--- config.mk ---
export PLATFORM = sky130hd
export DESIGN_NAME = async_mem_seq
export DESIGN_NICKNAME = d
export VERILOG_FILES = /design/src/rtl/asq_pkg.sv /design/src/rtl/asq_phase_timer.sv /design/src/rtl/asq_lane_path.sv /design/src/rtl/async_mem_seq.sv
export SDC_FILE = /design/constraint.sdc
export NUM_CORES = 1
export LEC_CHECK = 0
export ABC_AREA = 1
export ABC_CLOCK_PERIOD_IN_PS = 2500
export BUFFER_PORTS_ARGS = -buffer_cell sky130_fd_sc_hd__clkbuf_2
export CAP_MARGIN = 20
export CORE_MARGIN = 10
export CORE_UTILIZATION = 45
export CTS_CLUSTER_DIAMETER = 50
export DETAILED_ROUTE_END_ITERATION = 8
export PLACE_DENSITY = 0.73
export RECOVER_POWER = 100
export SETUP_SLACK_MARGIN = 0.3
export SKIP_CTS_REPAIR_TIMING = 1
export SLEW_MARGIN = 20
export SYNTH_ARGS = -nofsm -noshare
export SYNTH_HDL_FRONTEND = slang
export SYNTH_SLANG_ARGS = --single-unit
--- constraint.sdc ---
create_clock -name clk_i -period 2.5 [get_ports clk_i]
set_input_delay 0.125 -clock clk_i [delete_from_list [all_inputs] [get_ports clk_i]]
set_output_delay 0.125 -clock clk_i [all_outputs]
set_load 0.01 [all_outputs]
--- src/rtl/asq_pkg.sv ---
`timescale 1ns/1ps
package asq_pkg;
  typedef enum logic [2:0] {
    ST_IDLE,
    ST_TURN,
    ST_SETUP,
    ST_STROBE,
    ST_HOLD
  } seq_state_e;
endpackage

--- src/rtl/asq_phase_timer.sv ---
`timescale 1ns/1ps
module asq_phase_timer #(
  parameter int TW = 4,
  parameter int WW = 8
) (
  input  logic          clk_i,
  input  logic          rst_ni,
  input  logic          load_i,
  input  logic [TW-1:0] len_i,
  input  logic          strobe_i,
  input  logic          wait_i,
  input  logic [WW-1:0] wait_max_i,
  output logic          last_o,
  output logic          cap_o
);
  logic [TW-1:0] cnt_q;
  logic [WW-1:0] ext_q;
  logic          at_end, stretch;

  assign at_end  = (cnt_q == '0);
  assign stretch = strobe_i && at_end && wait_i && (ext_q != wait_max_i);
  assign last_o  = at_end && !stretch;
  assign cap_o   = strobe_i && at_end && wait_i && (ext_q == wait_max_i);

  always_ff @(posedge clk_i or negedge rst_ni) begin
    if (!rst_ni) begin
      cnt_q <= '0;
      ext_q <= '0;
    end else if (load_i) begin
      cnt_q <= len_i;
      ext_q <= '0;
    end else if (!at_end) begin
      cnt_q <= cnt_q - TW'(1);
    end else if (stretch) begin
      ext_q <= ext_q + WW'(1);
    end
  end

  // extension never passes the programmed cap
  a_r6_ext_capped: assert property (@(posedge clk_i) disable iff (!rst_ni)
    strobe_i |-> (ext_q <= wait_max_i));
endmodule

--- src/rtl/asq_lane_path.sv ---
`timescale 1ns/1ps
module asq_lane_path #(
  parameter int BUS_W  = 16,
  parameter int LANE_W = 1
) (
  input  logic              clk_i,
  input  logic              rst_ni,
  input  logic              wload_i,
  input  logic [31:0]       wdata_i,
  input  logic [LANE_W-1:0] lane_i,
  output logic [BUS_W-1:0]  dout_o,
  input  logic              cap_i,
  input  logic [BUS_W-1:0]  din_i,
  output logic [31:0]       rdata_o,
  output logic              rvalid_o
);
  localparam int LANES = 32 / BUS_W;

  logic [31:0] wbuf_q, rbuf_q, rnext;

  assign dout_o = wbuf_q[lane_i*BUS_W +: BUS_W];

  always_comb begin
    rnext = rbuf_q;
    rnext[lane_i*BUS_W +: BUS_W] = din_i;
  end

  always_ff @(posedge clk_i or negedge rst_ni) begin
    if (!rst_ni) begin
      wbuf_q   <= '0;
      rbuf_q   <= '0;
      rdata_o  <= '0;
      rvalid_o <= 1'b0;
    end else begin
      rvalid_o <= 1'b0;
      if (wload_i) wbuf_q <= wdata_i;
      if (cap_i) begin
        rbuf_q <= rnext;
        if (lane_i == LANE_W'(LANES - 1)) begin
          rdata_o  <= rnext;
          rvalid_o <= 1'b1;
        end
      end
    end
  end

  // a read word only follows a strobe capture, and pulses for one cycle
  a_r8_word_after_capture: assert property (@(posedge clk_i) disable iff (!rst_ni)
    rvalid_o |-> $past(cap_i));
  a_r8_single_pulse: assert property (@(posedge clk_i) disable iff (!rst_ni)
    rvalid_o |=> !rvalid_o);
endmodule

--- src/rtl/async_mem_seq.sv ---
`timescale 1ns/1ps
module async_mem_seq
  import asq_pkg::*;
#(
  parameter int ADDR_W = 24,
  parameter int BUS_W  = 16,
  parameter int TW     = 4,
  parameter int WW     = 8,
  parameter int CNT_W  = 16
) (
  input  logic              clk_i,
  input  logic              rst_ni,
  input  logic              req_valid_i,
  output logic              req_ready_o,
  input  logic              req_write_i,
  input  logic [ADDR_W-3:0] req_waddr_i,
  input  logic [3:0]        req_words_i,
  input  logic [TW-1:0]     cfg_setup_i,
  input  logic [TW-1:0]     cfg_strobe_i,
  input  logic [TW-1:0]     cfg_hold_i,
  input  logic [TW-1:0]     cfg_turn_i,
  input  logic [WW-1:0]     cfg_wait_max_i,
  input  logic [31:0]       wdata_i,
  output logic              wdata_pop_o,
  output logic [31:0]       rdata_o,
  output logic              rvalid_o,
  output logic [ADDR_W-1:0] mem_addr_o,
  output logic              mem_cs_o,
  output logic              mem_oe_o,
  output logic              mem_we_o,
  output logic [BUS_W-1:0]  mem_dout_o,
  input  logic [BUS_W-1:0]  mem_din_i,
  input  logic              mem_wait_i,
  output logic              timeout_o,
  output logic [CNT_W-1:0]  acc_cycles_o
);
  localparam int BYTES   = BUS_W / 8;
  localparam int LANES   = 32 / BUS_W;
  localparam int LANE_W  = $clog2(LANES);
  localparam int BEAT_W  = 4 + LANE_W;
  localparam int AOFF    = $clog2(BYTES);
  localparam int MAX_CYC = LANES * 16 * (3 * (2 ** TW) + (2 ** WW) - 1) + (2 ** TW);

  seq_state_e              state_q, state_d;
  logic                    wr_q, to_q, accept, load, last, cap, wr_now, cap_rd;
  logic [ADDR_W-3:0]       base_q;
  logic [BEAT_W-1:0]       beat_q, last_q, next_beat;
  logic [TW-1:0]           len;
  logic [CNT_W-1:0]        cyc_q;

  assign accept = (state_q == ST_IDLE) && req_valid_i;

  always_comb begin
    state_d = state_q;
    load    = 1'b0;
    len     = cfg_setup_i;
    unique case (state_q)
      ST_IDLE: if (accept) begin
        load = 1'b1;
        if (req_write_i != wr_q) begin
          state_d = ST_TURN;
          len     = cfg_turn_i;
        end else begin
          state_d = ST_SETUP;
        end
      end
      ST_TURN: if (last) begin
        state_d = ST_SETUP;
        load    = 1'b1;
      end
      ST_SETUP: if (last) begin
        state_d = ST_STROBE;
        load    = 1'b1;
        len     = cfg_strobe_i;
      end
      ST_STROBE: if (last) begin
        state_d = ST_HOLD;
        load    = 1'b1;
        len     = cfg_hold_i;
      end
      ST_HOLD: if (last) begin
        load    = 1'b1;
        state_d = (beat_q == last_q) ? ST_IDLE : ST_SETUP;
      end
      default: state_d = ST_IDLE;
    endcase
  end

  assign next_beat   = (state_q == ST_HOLD) ? beat_q + BEAT_W'(1) :
                       (state_q == ST_IDLE) ? '0 : beat_q;
  assign wr_now      = (state_q == ST_IDLE) ? req_write_i : wr_q;
  assign wdata_pop_o = load && (state_d == ST_SETUP) && wr_now &&
                       (next_beat[LANE_W-1:0] == '0);
  assign cap_rd      = (state_q == ST_STROBE) && last && !wr_q;

  always_ff @(posedge clk_i or negedge rst_ni) begin
    if (!rst_ni) begin
      state_q <= ST_IDLE;
      wr_q    <= 1'b0;
      base_q  <= '0;
      beat_q  <= '0;
      last_q  <= '0;
      to_q    <= 1'b0;
      cyc_q   <= '0;
    end else begin
      state_q <= state_d;
      if (accept) begin
        wr_q   <= req_write_i;
        base_q <= req_waddr_i;
        beat_q <= '0;
        last_q <= {req_words_i, {LANE_W{1'b1}}};
        to_q   <= 1'b0;
        cyc_q  <= '0;
      end else begin
        if (state_q != ST_IDLE) cyc_q <= cyc_q + CNT_W'(1);
        if (state_q == ST_HOLD && last && beat_q != last_q) beat_q <= beat_q + BEAT_W'(1);
        if (cap) to_q <= 1'b1;
      end
    end
  end

  asq_phase_timer #(.TW(TW), .WW(WW)) i_timer (
    .clk_i      (clk_i),
    .rst_ni     (rst_ni),
    .load_i     (load),
    .len_i      (len),
    .strobe_i   (state_q == ST_STROBE),
    .wait_i     (mem_wait_i),
    .wait_max_i (cfg_wait_max_i),
    .last_o     (last),
    .cap_o      (cap)
  );

  asq_lane_path #(.BUS_W(BUS_W), .LANE_W(LANE_W)) i_lanes (
    .clk_i    (clk_i),
    .rst_ni   (rst_ni),
    .wload_i  (wdata_pop_o),
    .wdata_i  (wdata_i),
    .lane_i   (beat_q[LANE_W-1:0]),
    .dout_o   (mem_dout_o),
    .cap_i    (cap_rd),
    .din_i    (mem_din_i),
    .rdata_o  (rdata_o),
    .rvalid_o (rvalid_o)
  );

  assign req_ready_o  = (state_q == ST_IDLE);
  assign mem_cs_o     = (state_q == ST_SETUP) || (state_q == ST_STROBE) || (state_q == ST_HOLD);
  assign mem_oe_o     = (state_q == ST_STROBE) && !wr_q;
  assign mem_we_o     = (state_q == ST_STROBE) && wr_q;
  assign mem_addr_o   = {base_q, 2'b00} + (ADDR_W'(beat_q) << AOFF);
  assign timeout_o    = to_q;
  assign acc_cycles_o = cyc_q;

  // handshake closes the door until the request completes
  a_r2_busy_after_accept: assert property (@(posedge clk_i) disable iff (!rst_ni)
    (req_valid_i && req_ready_o) |=> !req_ready_o);
  // bus address and data held from setup through hold
  a_r9_bus_stable: assert property (@(posedge clk_i) disable iff (!rst_ni)
    (state_q == ST_STROBE || state_q == ST_HOLD) |-> ($stable(mem_addr_o) && $stable(mem_dout_o)));
  // timeout only rises after a cycle with wait still asserted
  a_r7_timeout_on_wait: assert property (@(posedge clk_i) disable iff (!rst_ni)
    $rose(timeout_o) |-> $past(mem_wait_i));
  // request length stays within the worst case the timing fields allow
  a_r10_cycle_budget: assert property (@(posedge clk_i) disable iff (!rst_ni)
    acc_cycles_o <= CNT_W'(MAX_CYC));
endmodule

After elaboration in Yosys (flattened, before gate mapping). Cells that the tools add are included.

Flip-flop bits (word level): 162. Bits of input ports: 103. Output and inout bits: 95. Logic and storage cells: 97.

Add/subtract/negate cells: 6. Eq/ne operators: 11. Shift operators: 3. Muxes and demuxes: 33. Bitwise gates (word level): 1. Reduce and logical (&&, ||, !) cells: 30.

Operators with widths (number): negation 5 -> 34 bit (1); variable shift 16 x 34 -> 32 bit (first input constant) (1); variable part select 16 x 34 -> 32 bit (1); bitwise mux 32 bit (1); 2-to-1 mux 16 bit (2); variable part select 32 x 6 -> 16 bit (1); adder 24 x 6 -> 24 bit (1); 2-to-1 mux 4 bit (6); 2-to-1 mux 8 bit (3); adder 16 x 1 -> 16 bit (second input constant) (1); logical AND 1 bit (15); 2-to-1 mux 3 bit (5); case mux 3 bit (5 select lines) (1); case mux 4 bit (3 select lines) (1); 2-to-1 mux 5 bit (2); nonzero test 2 bit (5); equality test 3 x 2 -> 1 bit (second input constant) (3); 2-to-1 mux 1 bit (9); adder 8 x 1 -> 8 bit (second input constant) (1); equality test 8 bit (1); inequality test 8 bit (1); adder 5 x 1 -> 5 bit (second input constant) (1); equality test 5 bit (1); inequality test 5 bit (1); other kinds (15) (19).

Logic depth before layout (Yosys ltp).
Depth after elaboration: 12. Gate-level depth with buffers: 16. Depth with buffers taken out: 15.

Cells and area by module. Synthesis repeated with hierarchy kept, for this count alone.

Cell total of the unflattened synthesis: 1006. Area total of the unflattened synthesis: 7744.9 µm².

By module, submodules not included: async_mem_seq (times used 1, cells each 494, area each 3493.4 µm², seq. area each 1326.3 µm²); asq_lane_path (times used 1, cells each 384, area each 3349.5 µm², seq. area each 2026.9 µm²); asq_phase_timer (times used 1, cells each 128, area each 902.1 µm², seq. area each 300.3 µm²).

Worst setup path before layout. No wires, ideal clock.

Path type: reg2out. Start: reg beat_q[1]. End: out mem_addr_o[22]. Data arrival time: 2.352 ns. Data required time: 2.375 ns. Setup slack: 0.023 ns. Cell stages (with the launch flop): 15. Buffers on the path: 0. Cells stage by stage: dfrtp_1 -> ha_1 -> inv_1 -> fa_1 -> inv_1 -> nand2_1 -> nand2_1 -> a21oi_1 -> nor3_1 -> nand3_1 -> nor2_1 -> nand2_1 -> nor2_1 -> nand2_1 -> xnor2_1.

Word-level cells in the longest chain between the ends: 1.

RTL lines: from (decl) (RTL line async_mem_seq.sv:47) `logic [BEAT_W-1:0] beat_q, last_q, next_beat;`; from (signal assigned) (RTL line async_mem_seq.sv:116) `if (state_q == ST_HOLD && last && beat_q != last_q) beat_q <= beat_q + BEAT_W'(1);`; adder 24 x 6 -> 24 bit (RTL line async_mem_seq.sv:151) `assign mem_addr_o = {base_q, 2'b00} + (ADDR_W'(beat_q) << AOFF);`; to (decl) (RTL line async_mem_seq.sv:27) `output logic [ADDR_W-1:0] mem_addr_o,`.

No other way between the ends.

Worst setup path in the final report. Same ends and word-level chain as after synthesis.

==> flow_summary.yaml <==
outcome:
  run_status: "complete, but fails checks"
  violations: "negative setup slack"
logic_synthesis:
  netlist_area_um2: 7401
  number_of_synthesized_flops_with_an_enable_pin: 0
  synth-seq-area-share: 0.4937
  syn_nets: 1028
  synth_cell_types: 38
  synth_cells: 915
  postSynth.topFlopCell: "sky130_fd_sc_hd__dfrtp_1"
  asyncSetResetFlopFracSynth: 1.000
  synth_area_per_cell_um2: 8.088
  postSynthRegisterBits: 146
  yosys_warnings: 0
  post-synth-top-area-fraction: 0.4937
  synth.largest_area_cell: "sky130_fd_sc_hd__dfrtp_1"
  synthTopCellsByArea: "sky130_fd_sc_hd__dfrtp_1 49%, sky130_fd_sc_hd__nand2_1 16%, sky130_fd_sc_hd__inv_1 5.5%"
die:
  std_cell_rows: 46
  fp.dieW_um: 148.2
  starting_utilization_of_the_core_area: 0.4625
  die_height_um: 148.2
  top_level_ports: 198
  floorplan.die_area_um2: 21980
  core_region_area_um2: 16000
min_path:
  hold_path_class: "in -> reg"
grt:
  first_global_vias: 6280
  grt_antenna_before_repair: 1
  all_layer_global_routing_usage: 0.1758
  grt_max_degree: 66
  globalRouteOverflowTotal: 0
  wire_length_of_the_first_global_routing_pass_um: 31660
clock_tree:
  h-tree-depth: 4
  numClockSinks: 146
  cts_max_path_buffers: 2
  cts.clk_slew.worst_paths_ps: 60
  worst_skew_pair.late_latency_ps: 430
  tritoncts: "built"
  clock_tree.root_cell: "sky130_fd_sc_hd__clkbuf_16"
  cts_buffers: 17
drt:
  wl_met3_um: 1690
  top_layer_used: "met4"
  drt_first_iter_violations: 384
  antenna_left: 0
  dr_total_vias: 6979
  wl_um: 22760
  vias_per_cell: 4.830
  dr.pass1.iters: 5
  routedLengthMet1_um: 9212
  avgRoutedWirePerCell_um: 15.75
  total_drc_errors_in_the_routed_layout: 0
  met2_length_um: 11340
final_layout:
  syn_to_final_growth_pct: 40.46
  layout-drive-gt1-share: 0.2736
  design.final.nets: 1328
  finish.instance_area_um2: 10400
worst_setup_path:
  crit_end: "mem_addr_o[22]"
  crit-reg2reg-capture: "i_lanes.wbuf_q[23]"
  timing.critical_path.cells: "ha_2, inv_2, fa_2, inv_2, nand2_1, nand2_1, a21oi_2, nor3_2, nand3_2, nor2_4, nand2_2, nor2_4, nand2_2, xnor2_2, buf_2"
  worstRegToRegCells: 14
  startpoint_type: "flop"
  critPathRequiredTime_ps: 2380
  critPathArrivalTime_ps: 2730
  critical-path-slowest-cell: "sky130_fd_sc_hd__fa_2"
  slowest_delay_ps: 370
  timing.reg2reg.setup_slack_ps: -40
  maximum_fanout_count_along_the_critical_path: 3
  cp_top_family: "simple AND/OR/NAND/NOR gates"
  cp_num_buf_inv: 3
  worstSetupPathDepth: 15
  cp-end-kind: "output port"
  r2r-start: "i_timer.cnt_q[1]"
  worstSetupPathType: "reg -> out"
  critPathLaunch: "beat_q[1]"
sta:
  report.final.slew_viol_count: 0
  setup_viol_count_final: 25
  fmax_mhz: 350.8
  setup_repair_after_global_routing_missed_its_margin: "yes"
  timing_hold_violations_final: 0
  setup_ws_ps: -350.8
  slew_headroom: 0.1837
  period_share: 1.140
  clock_skew_ps: 11.62
  final.min_clock_period_ps: 2851
  worst_pin_slew_ps: 1224
  final.hold.worst_slack_ps: 39.73
placement:
  gp_congestion: 0.8580
  post-dp-hpwl_um: 14330
  placement.setup.worst_slack_ps: 91.26
  placed_area_um2: 8655
  place.port_buffers: 196
job:
  max_cap_viol_count: 0
power_and_ir_drop:
  power_leakage_nw: 5.437
  vdd_drop_max_mv: 0.6066
  p_per_area_nw_per_um2: 916.2
[stage by stage]
step           cells  setup TNS, ps  power, W    util
2_1_floorplan    915              0  0.005552       -
3_3_place_gp    1309              0  0.006539  0.5409
3_5_place_dp    1309              0  0.006616  0.5409
4_1_cts         1341          -2478  0.009112  0.5771
5_1_grt         1445         -17460   0.01019  0.6497
6_report        1445          -2841  0.009524  0.6497
[flip-flops by register name, summed over array words and instances, names as in the netlist, 5 cells and up]
| register | count |
|---|---|
| i_lanes.rdata_o | 32 |
| acc_cycles_o | 16 |
| last_q | 5 |
| i_timer.ext_q | 8 |
| base_q | 22 |
| i_lanes.rbuf_q | 16 |
| beat_q | 5 |
| i_lanes.wbuf_q | 32 |
[where the power goes]
part           internal, W  switching (W)  total, W
registers          0.00304       0.000579   0.00361
logic              0.00144        0.00199   0.00343
clock network      0.00144        0.00104   0.00248
[cells in the mapped netlist (13+ instances only)]
cell type	n
sky130_fd_sc_hd__nand2_1	306
sky130_fd_sc_hd__dfrtp_1	146
sky130_fd_sc_hd__inv_1	108
sky130_fd_sc_hd__nor2_1	48
sky130_fd_sc_hd__o21ai_0	36
sky130_fd_sc_hd__nand3_1	35
sky130_fd_sc_hd__o21ai_2	31
sky130_fd_sc_hd__o21ai_1	26
sky130_fd_sc_hd__nand2_2	21
sky130_fd_sc_hd__a21oi_1	18
sky130_fd_sc_hd__xor2_1	16
sky130_fd_sc_hd__inv_2	15
sky130_fd_sc_hd__xnor2_1	15
sky130_fd_sc_hd__clkbuf_1	13
sky130_fd_sc_hd__nor3_1	13
[cell usage in the layout (no fill, tap or decap), types with 5 or more instances in the layout]
| cell | Yosys | final |
|---|---|---|
| sky130_fd_sc_hd__nand2_1 | 306 | 287 |
| sky130_fd_sc_hd__inv_2 | 15 | 14 |
| sky130_fd_sc_hd__xnor2_1 | 15 | 14 |
| sky130_fd_sc_hd__xor2_1 | 16 | 15 |
| sky130_fd_sc_hd__dfrtp_1 | 146 | 142 |
| sky130_fd_sc_hd__ha_1 | 9 | 7 |
| sky130_fd_sc_hd__clkbuf_1 | 13 | 58 |
| sky130_fd_sc_hd__o21ai_2 | 31 | 32 |
| sky130_fd_sc_hd__nand2_2 | 21 | 25 |
| sky130_fd_sc_hd__nand3_1 | 35 | 33 |
| sky130_fd_sc_hd__o21ai_1 | 26 | 23 |
| sky130_fd_sc_hd__mux2i_1 | 5 | 5 |
| sky130_fd_sc_hd__buf_2 | 11 | 8 |
| sky130_fd_sc_hd__nor2_1 | 48 | 41 |
| sky130_fd_sc_hd__nor2_2 | 2 | 5 |
| sky130_fd_sc_hd__nor2_4 | 1 | 5 |
| sky130_fd_sc_hd__nand3_4 | 1 | 5 |
| sky130_fd_sc_hd__nand2_4 | 1 | 16 |
| sky130_fd_sc_hd__clkbuf_16 | 0 | 21 |
| sky130_fd_sc_hd__clkbuf_2 | 0 | 139 |
| sky130_fd_sc_hd__buf_4 | 2 | 23 |
| sky130_fd_sc_hd__inv_1 | 108 | 106 |
| sky130_fd_sc_hd__dlygate4sd3_1 | 0 | 76 |
| sky130_fd_sc_hd__nand4_1 | 11 | 11 |
| sky130_fd_sc_hd__o21ai_0 | 36 | 38 |
| sky130_fd_sc_hd__a21oi_1 | 18 | 17 |
| sky130_fd_sc_hd__nor3_1 | 13 | 12 |
[worst reg2reg max path: stages, from the launching register on]
cell and delay (ps):
sky130_fd_sc_hd__dfrtp_1 380, sky130_fd_sc_hd__inv_2 70, sky130_fd_sc_hd__ha_1 200, sky130_fd_sc_hd__nand3_4 110
sky130_fd_sc_hd__nor3_1 410, sky130_fd_sc_hd__nand2_4 120, sky130_fd_sc_hd__nand2_2 170, sky130_fd_sc_hd__o21ai_0 170
sky130_fd_sc_hd__nor2_4 140, sky130_fd_sc_hd__nand3_4 80, sky130_fd_sc_hd__clkbuf_16 160, sky130_fd_sc_hd__buf_8 130
sky130_fd_sc_hd__clkbuf_16 180, sky130_fd_sc_hd__nand2_4 80, sky130_fd_sc_hd__o21ai_2 50
[area by class of cell]
type	count	area, um2
repair buffers	315	2074
fillers	1311	5605
flip-flops and latches	146	3659
inverters	123	471.7
multi-input cells	612	3338
diodes	1	2.502
clock inverters	13	126.4
well taps	216	270.3
clock buffers	19	452.9
[worst min-delay path by stage]
stage | startpoint | endpoint | slack (ps) | depth (start not counted)
3_3_place_gp | rst_ni | base_q[10] | 100 | 1
3_5_place_dp | rst_ni | base_q[10] | 100 | 1
6_report | req_valid_i | acc_cycles_o[0] | 40 | 3
5_1_grt | req_valid_i | acc_cycles_o[0] | 40 | 3
4_1_cts | rst_ni | base_q[10] | -350 | 1
2_1_floorplan | rst_ni | acc_cycles_o[0] | -170 | 0
[metal layers]
metal  GRT usage  vias up
li1            -     3442
met1      0.2175     3259
met2      0.2760      240
met3     0.06371       38
met4     0.06442        0
met5           0        -
[logic make-up (layout without fill, tap and decap cells)]
| group | after synthesis | in the layout | synth area share |
|---|---|---|---|
| buf+inv | 157 | 470 | 0.08960 |
| other cells | 1 | 2 | 0.0005067 |
| compound gates | 114 | 114 | 0.09400 |
| flops | 146 | 146 | 0.4937 |
| mux | 5 | 5 | 0.006763 |
| fa+ha+maj | 10 | 10 | 0.01792 |
| simple gates | 451 | 451 | 0.2609 |
| xor+xnor | 31 | 31 | 0.03669 |
Note: power is estimated with default switching activity, not from simulation.
